`src/rtl/sdf_r2_stage.sv`:
```
module sdf_r2_stage #(
  parameter int SPAN  = 16,
  parameter int IN_W  = 12,
  parameter int OUT_W = 12,
  parameter int TW_W  = 10
) (
  input  logic                    clk,
  input  logic                    rst,
  input  logic                    in_valid,
  input  logic signed [IN_W-1:0]  in_re,
  input  logic signed [IN_W-1:0]  in_im,
  output logic                    out_valid,
  output logic signed [OUT_W-1:0] out_re,
  output logic signed [OUT_W-1:0] out_im
);
  localparam int D    = SPAN / 2;
  localparam int CW   = $clog2(SPAN);
  localparam int AW   = (CW > 1) ? CW - 1 : 1;
  localparam int DA   = 1 << AW;
  localparam int MW   = (IN_W > OUT_W) ? IN_W : OUT_W;
  localparam int EW   = IN_W + TW_W + OUT_W + 4;
  localparam int SS   = IN_W + 1 - OUT_W;
  localparam int PS   = IN_W + TW_W - OUT_W;
  localparam int SS_R = (SS > 0) ? SS : 0;
  localparam int SS_L = (SS < 0) ? -SS : 0;
  localparam int PS_R = (PS > 0) ? PS : 0;
  localparam int PS_L = (PS < 0) ? -PS : 0;
  localparam logic signed [EW-1:0] HI = EW'(2 ** (OUT_W - 1) - 1);
  localparam logic signed [EW-1:0] LO = -HI - EW'(1);

  function automatic int qcoef(input real x);
    real r;
    int  q;
    r = x * real'(2 ** (TW_W - 1));
    q = (r >= 0.0) ? $rtoi(r + 0.5) : -$rtoi(0.5 - r);
    if (q > 2 ** (TW_W - 1) - 1) q = 2 ** (TW_W - 1) - 1;
    return q;
  endfunction

  function automatic logic signed [OUT_W-1:0] clip(input logic signed [EW-1:0] v);
    if (v > HI) return OUT_W'(HI);
    if (v < LO) return OUT_W'(LO);
    return OUT_W'(v);
  endfunction

  function automatic logic signed [EW-1:0] sh_s(input logic signed [EW-1:0] v);
    return (v <<< SS_L) >>> SS_R;
  endfunction

  function automatic logic signed [EW-1:0] sh_p(input logic signed [EW-1:0] v);
    return (v <<< PS_L) >>> PS_R;
  endfunction

  logic signed [TW_W-1:0] tw_c [DA];
  logic signed [TW_W-1:0] tw_s [DA];
  for (genvar m = 0; m < DA; m++) begin : g_tw
    localparam real ANG = 6.283185307179586 * real'(m) / real'(SPAN);
    localparam int  QC  = qcoef($cos(ANG));
    localparam int  QS  = qcoef(-$sin(ANG));
    assign tw_c[m] = TW_W'(QC);
    assign tw_s[m] = TW_W'(QS);
  end

  logic [CW-1:0] cnt;
  logic          primed;
  logic          phase;
  logic [AW-1:0] addr;
  assign phase = cnt[CW-1];
  assign addr  = AW'(cnt) & AW'(D - 1);

  logic signed [MW-1:0] dl_re [DA];
  logic signed [MW-1:0] dl_im [DA];
  logic signed [MW-1:0] rd_re, rd_im;
  assign rd_re = dl_re[addr];
  assign rd_im = dl_im[addr];

  logic signed [EW-1:0] a_re, a_im, b_re, b_im, d_re, d_im, wc, ws;
  assign a_re = EW'($signed(rd_re[IN_W-1:0]));
  assign a_im = EW'($signed(rd_im[IN_W-1:0]));
  assign b_re = EW'(in_re);
  assign b_im = EW'(in_im);
  assign d_re = a_re - b_re;
  assign d_im = a_im - b_im;
  assign wc   = EW'(tw_c[addr]);
  assign ws   = EW'(tw_s[addr]);

  logic signed [OUT_W-1:0] sum_re, sum_im, rot_re, rot_im;
  assign sum_re = clip(sh_s(a_re + b_re));
  assign sum_im = clip(sh_s(a_im + b_im));

  always_comb begin
    if (addr == '0) begin
      rot_re = clip(sh_s(d_re));
      rot_im = clip(sh_s(d_im));
    end else if (D >= 2 && addr == AW'(D / 2)) begin
      rot_re = clip(sh_s(d_im));
      rot_im = clip(sh_s(-d_re));
    end else begin
      rot_re = clip(sh_p(d_re * wc) - sh_p(d_im * ws));
      rot_im = clip(sh_p(d_re * ws) + sh_p(d_im * wc));
    end
  end

  always_ff @(posedge clk) begin
    if (rst) begin
      cnt       <= '0;
      primed    <= 1'b0;
      out_valid <= 1'b0;
    end else begin
      out_valid <= in_valid & (primed | phase);
      if (in_valid) begin
        cnt <= cnt + 1'b1;
        if (phase) primed <= 1'b1;
      end
    end
  end

  always_ff @(posedge clk) begin
    if (in_valid) begin
      if (phase) begin
        dl_re[addr] <= MW'(rot_re);
        dl_im[addr] <= MW'(rot_im);
        out_re      <= sum_re;
        out_im      <= sum_im;
      end else begin
        dl_re[addr] <= MW'(in_re);
        dl_im[addr] <= MW'(in_im);
        out_re      <= $signed(rd_re[OUT_W-1:0]);
        out_im      <= $signed(rd_im[OUT_W-1:0]);
      end
    end
  end

  AST_CLEAR_AFTER_RESET: assert property (@(posedge clk) disable iff (rst) $past(rst) |-> !out_valid);
  AST_SUM_NEXT_CYCLE: assert property (@(posedge clk) disable iff (rst) (in_valid && phase) |=> out_valid);
  AST_CNT_HOLD_IDLE: assert property (@(posedge clk) disable iff (rst) !in_valid |=> $stable(cnt));
  AST_CNT_WRAP: assert property (@(posedge clk) disable iff (rst) (in_valid && cnt == '1) |=> cnt == '0);
  AST_OUT_FOLLOWS_IN: assert property (@(posedge clk) disable iff (rst) out_valid |-> $past(in_valid));
endmodule

```
`config.mk`:
```
export PLATFORM = sky130hd
export DESIGN_NAME = sdf_r2_stage
export DESIGN_NICKNAME = d
export VERILOG_FILES = /design/src/rtl/sdf_r2_stage.sv
export SDC_FILE = /design/constraint.sdc
export NUM_CORES = 2
export LEC_CHECK = 0
export ABC_AREA = 1
export BUFFER_PORTS_ARGS = -buffer_cell sky130_fd_sc_hd__buf_4
export CAP_MARGIN = 10
export CORE_UTILIZATION = 50
export DETAILED_ROUTE_END_ITERATION = 8
export PLACE_DENSITY_LB_ADDON = 0.25
export SYNTH_ARGS = -nofsm -noshare
export SYNTH_HDL_FRONTEND = slang
export SYNTH_SLANG_ARGS = --single-unit
```
`constraint.sdc`:
```
create_clock -name clk -period 10.5 [get_ports clk]
set_input_delay 1.05 -clock clk [delete_from_list [all_inputs] [get_ports clk]]
set_output_delay 1.05 -clock clk [all_outputs]
set_load 0.02 [all_outputs]
```
Word-level counts from Yosys, hierarchy flattened
Memories as Yosys holds them, arrays and structs flattened. A register that Yosys moved wholly into a read port is not among the register bits.
Index checks and enable logic that the tools add are counted.
{ "totals": {"out_inout_bits": 25, "word_cells": 138, "ram_bits": 192, "romBits": 160, "mem_count": 4, "input_bits": 27, "ff_bits": 30} }
{ "classes": {"add_sub_neg": 8, "bitwise": 5, "eq_ne": 1, "n_mux": 94, "reduce_logical": 2, "n_lt_le_gt_ge": 15, "n_mul": 4} }
{ "memory_table": {"columns": ["memory", "depth", "width", "rd", "rd_clocked_by_memory_dff", "write_ports", "line_no", "source"], "rows": [
  ["dl_im", 8, 12, 1, 1, 1, "72", "logic signed [MW-1:0] dl_im [DA];"],
  ["dl_re", 8, 12, 1, 1, 1, "71", "logic signed [MW-1:0] dl_re [DA];"],
  ["(no name shown)", 8, 10, 1, 0, 0, "85", "assign ws = EW'(tw_s[addr]);"],
  ["(no name shown)", 8, 10, 1, 0, 0, "84", "assign wc = EW'(tw_c[addr]);"]
]} }
{ "op_table": {"columns": ["cell", "n"], "rows": [
  ["two-way mux 12 bit", 38],
  ["multiplier 13 x 10 -> 23 bit", 4],
  ["greater-than comparator 12 bit (second input constant)", 4],
  ["less-than comparator 12 bit (second input constant)", 4],
  ["two-way mux 1 bit", 48],
  ["two-way mux 10 bit", 4],
  ["negator 13 -> 38 bit", 1],
  ["greater-than comparator 37 x 12 -> 1 bit (second input constant)", 1],
  ["less-than comparator 37 x 12 -> 1 bit (second input constant)", 1],
  ["greater-than comparator 14 x 12 -> 1 bit (second input constant)", 2],
  ["less-than comparator 14 x 12 -> 1 bit (second input constant)", 2],
  ["adder 12 x 12 -> 13 bit", 2],
  ["subtractor 12 x 12 -> 13 bit", 2],
  ["adder 13 x 13 -> 14 bit", 1],
  ["subtractor 13 x 13 -> 14 bit", 1],
  ["two-way mux 3 bit", 4],
  ["adder 4 x 1 -> 4 bit (second input constant)", 1],
  [">= comparator 4 bit (second input constant)", 1],
  ["NOT 3 -> 4 bit", 1],
  ["equality test 3 bit (second input constant)", 1],
  ["logical NOT 3 bit", 1],
  ["bitwise OR 1 bit", 3],
  ["AND reduction 2 bit", 1],
  ["AND 1 bit", 1]
]} }

Depth between registers and ports, before layout
{ "depth": {"depth_word": 18, "depth_mapped": 58, "mapped_depth_nobuf": 54} }

Worst setup path after synthesis
Ideal clock, no wire load.
{ "synth_timing": {"kind": "reg-to-reg", "startpoint": "reg (tool-made name)", "endpoint": "mem dl_re[0][8] in the netlist's numbering, data pin", "n_path_buf": 5, "stages_incl_launch_ff": 48, "synth_period_minus_slack_ps": 8962, "setup_time_ps": 224, "setup_slack_ps": 1538, "arrival_time_ps": 8738, "required_ps": 10276, "path_cell_list": "dfxtp_1 > clkbuf_1 > clkbuf_1 > clkbuf_1 > nor2_1 > nor2_1 > o21ai_0 > a31oi_1 > ha_1 > nand3b_1 > nand2_1 > nand2_1 > nand2_1 > nand2_1 > nand2_1 > nand2_1 > nand2_1 > inv_1 > (+12 left out) > o21ai_0 > o21bai_1 > nand2_1 > nand2_1 > xor2_1 > ha_1 > fa_1 > o21ai_1 > a21oi_1 > o21ai_1 > xor2_1 > nand2_1 > nand2_1 > buf_4 > nand2_1 > nand2_1 > nand2_1 > a21oi_1"} }
{ "synth_rtl": {"columns": ["item", "line_no"], "rows": [
  ["to (decl)", "71"]
]} }

==> flow_metrics.tcl <==
set metrics [dict create \
    multi_input_area_um2 22300 \
    numClockSinks 225 \
    fillCellCount 5912 \
    initial_core_util_pct 50.7 \
    relSlewSlack_pct 38.5 \
    hold_ws_ns 0.462 \
    syn_to_final_growth_pct 8.26 \
    final_nets 4688 \
    arrival_ns 9.99 \
    slowest_delay_ns 0.54 \
    finalSetupTns_ns 0 \
    ys_warn_count 0 \
    cts-htree-levels 1 \
    worstMarginPinSlew_ns 0.923 \
    hpwl_mm 75.4 \
    die_area_um2 65200 \
    synth_cell_types 56 \
    hold_path.class "reg -> reg" \
    syn-num-nets 4618 \
    yosysSeqAreaShare_pct 20.8 \
    port_buffers 51 \
    finClkSkew_ns 0.0125 \
    drtAntennaViolNets 0 \
    wirelength_mm 93.0 \
    rows 92 \
    root_buffer "clkbuf_16" \
    slew_violations 0 \
    synthFlopType "edfxtp_1" \
    wire_per_inst_um 19.5 \
    ys_ff_latch 225 \
    synth_area_um2 32100 \
    clk_path_buf_depth 3 \
    num_io_pins 52 \
    synth_edf_count 216 \
    globalRouteTotalUtil_pct 28.8 \
    hp-start "primed$_SDFFE_PP0P_" \
    grt_pass1_wl_mm 146 \
    whs_endpoint "primed$_SDFFE_PP0P_" \
    grt_max_degree 49 \
    worst_path_most_repeated_cell "nand2_1" \
    core_um2 63300 \
    cts.clk_slew.worst_paths_ns 0.06 \
    critPathKind "reg -> reg" \
    grt_overflow 0 \
    clock_latency_ns 0.49 \
    drive_above_1_share_pct 7.51 \
    syn_area_per_cell_um2 8.39 \
    drc 0 \
    rsz0062_at_grt "no" \
    finalCriticalPeriod_ns 9.83 \
    cts_tree "done" \
    hold_depth 2 \
    setup_violations 0 \
    first_pass_iters 6 \
    antenna_found_initial 5 \
    status "finished clean" \
    drt_iter0_markers 2209 \
    async_flop_share_pct 0 \
    die_x_um 255 \
    vias 25900 \
    crit_path_end_kind "register" \
    required_ns 10.67 \
    hold_violations 0 \
    syn_inst 3828 \
    cp-start-kind "register" \
    ff_latch_area_um2 6670 \
    r2r_slack_ns 0.67 \
    reg2reg_depth 51 \
    max_freq_ghz 0.102 \
    cts_inserted_buffers 23 \
    slowest_stage "fa_1" \
    grt_pass1_vias 26000 \
    drv_cap 0 \
    die_h_um 255 \
    period_share_pct 93.6 \
    place_congestion 0.976 \
    cp_max_fo 28 \
    viasPerCell 5.44 \
    r2r-end "dl_im[4][10]$_DFFE_PP_" \
]
[Yosys cell counts (6+ instances only)]
library cell / instances / area, µm²
a21o_1: 14 / 105
a21oi_1: 151 / 756
a21oi_2: 12 / 105
a221oi_1: 13 / 114
a31oi_1: 32 / 200
buf_2: 11 / 55.1
buf_4: 6 / 45.0
clkbuf_1: 98 / 368
clkinv_1: 8 / 30.0
dfxtp_1: 9 / 180
edfxtp_1: 216 / 6490
fa_1: 426 / 8530
ha_1: 337 / 4220
inv_1: 723 / 2710
inv_2: 10 / 37.5
nand2_1: 677 / 2540
nand2_2: 15 / 93.8
nand3_1: 68 / 340
nand3_2: 6 / 60.1
nand4_1: 30 / 188
nor2_1: 519 / 1950
nor3_1: 24 / 120
o21ai_0: 183 / 916
o21ai_1: 8 / 40.0
o21bai_1: 14 / 105
o22ai_1: 26 / 163
xnor2_1: 49 / 429
xor2_1: 70 / 613
[per-stage QoR]
step / utilization [%] / setup slack (ns) / instance area [µm²] / cells
4_1_cts: 54.7 / 0.195 / 34600 / 4756
5_1_grt: 54.9 / 0.00520 / 34800 / 4759
2_1_floorplan: - / 1.54 / 32100 / 3828
3_5_place_dp: 53.6 / 0.216 / 34000 / 4716
6_report: 54.9 / 0.674 / 34800 / 4761
3_3_place_gp: 53.6 / 0.278 / 34000 / 4716
[metal layers]
layer / vias to the layer above / global-route usage (%) / part of all wire (%)
li1: 12100 / - / -
met1: 12600 / 39.7 / 42
met2: 1001 / 45.8 / 45
met3: 161 / 5.39 / 9.2
met4: 4 / 9.59 / 3.7
met5: - / 0 / 0.028
[flip-flops by register name, indices dropped and copies added (netlist names), named ones only]
signal,flops
primed,1
out_im,12
dl_im,96
out_valid,1
dl_re,96
out_re,12
cnt,4
[logic make-up (layout without fill, tap and decap cells)]
| group | after synthesis | after routing | share of synthesized area [%] |
|---|---|---|---|
| AO/OA/AOI/OAI | 488 | 488 | 8.72 |
| XOR/XNOR | 120 | 120 | 3.30 |
| adder cells (fa/ha/maj) | 763 | 763 | 39.7 |
| buffers and inverters | 866 | 951 | 10.3 |
| flip-flops | 225 | 225 | 20.8 |
| other | 0 | 2 | 0 |
| AND/OR/NAND/NOR | 1366 | 1366 | 17.2 |
[layout make-up]
class,count,area share [%]
inverters,742,8.06
clock inverters,8,0.0864
multi-input cells,2737,64.0
clock buffers,32,1.75
diodes,2,0.0144
well taps,846,3.05
repair buffers,169,3.84
flip-flops and latches,225,19.2
[repair_timing]
item / in CTS / in global routing
endpoints found under the hold margin: 0 / 0
hold buffers: 0 / 0
resized for setup: 0 / 34
setup endpoints to repair: 0 / 184
setup buffers: 0 / 3
[worst max-delay path by stage]
stage          startpoint                      to  cells after the start
6_report         register  dl_im[4][10]$_DFFE_PP_                     51
5_1_grt          register  dl_im[6][10]$_DFFE_PP_                     49
4_1_cts          register   dl_re[4][2]$_DFFE_PP_                     48
3_5_place_dp     register   dl_re[0][2]$_DFFE_PP_                     48
3_3_place_gp     register   dl_re[6][7]$_DFFE_PP_                     48
2_1_floorplan    register   dl_re[0][8]$_DFFE_PP_                     47
[placed cells by master, fill, tap and decap left out, types with 16 or more instances in the layout]
master	count
inv_1	718
nand2_1	674
nor2_1	509
fa_1	426
ha_1	334
edfxtp_1	216
o21ai_0	180
buf_4	162
a21oi_1	147
xor2_1	70
nand3_1	68
xnor2_1	49
nand4_1	30
a31oi_1	26
o22ai_1	26
nor3_1	24
clkbuf_16	23
nand2_2	18
clkinv_1	16
a21oi_2	16
[critical path, delay by kind of cell, from the launching register on]
kind | cells | cell delay, ns
fa+ha+maj | 8 | 3.51
compound gates | 9 | 1.66
buf+inv | 9 | 1.22
flops | 1 | 0.34
simple gates | 24 | 2.50
xor+xnor | 1 | 0.22
Power is not shown: default switching activity piles up to over one toggle a cycle in this logic, so the estimate is an artifact.
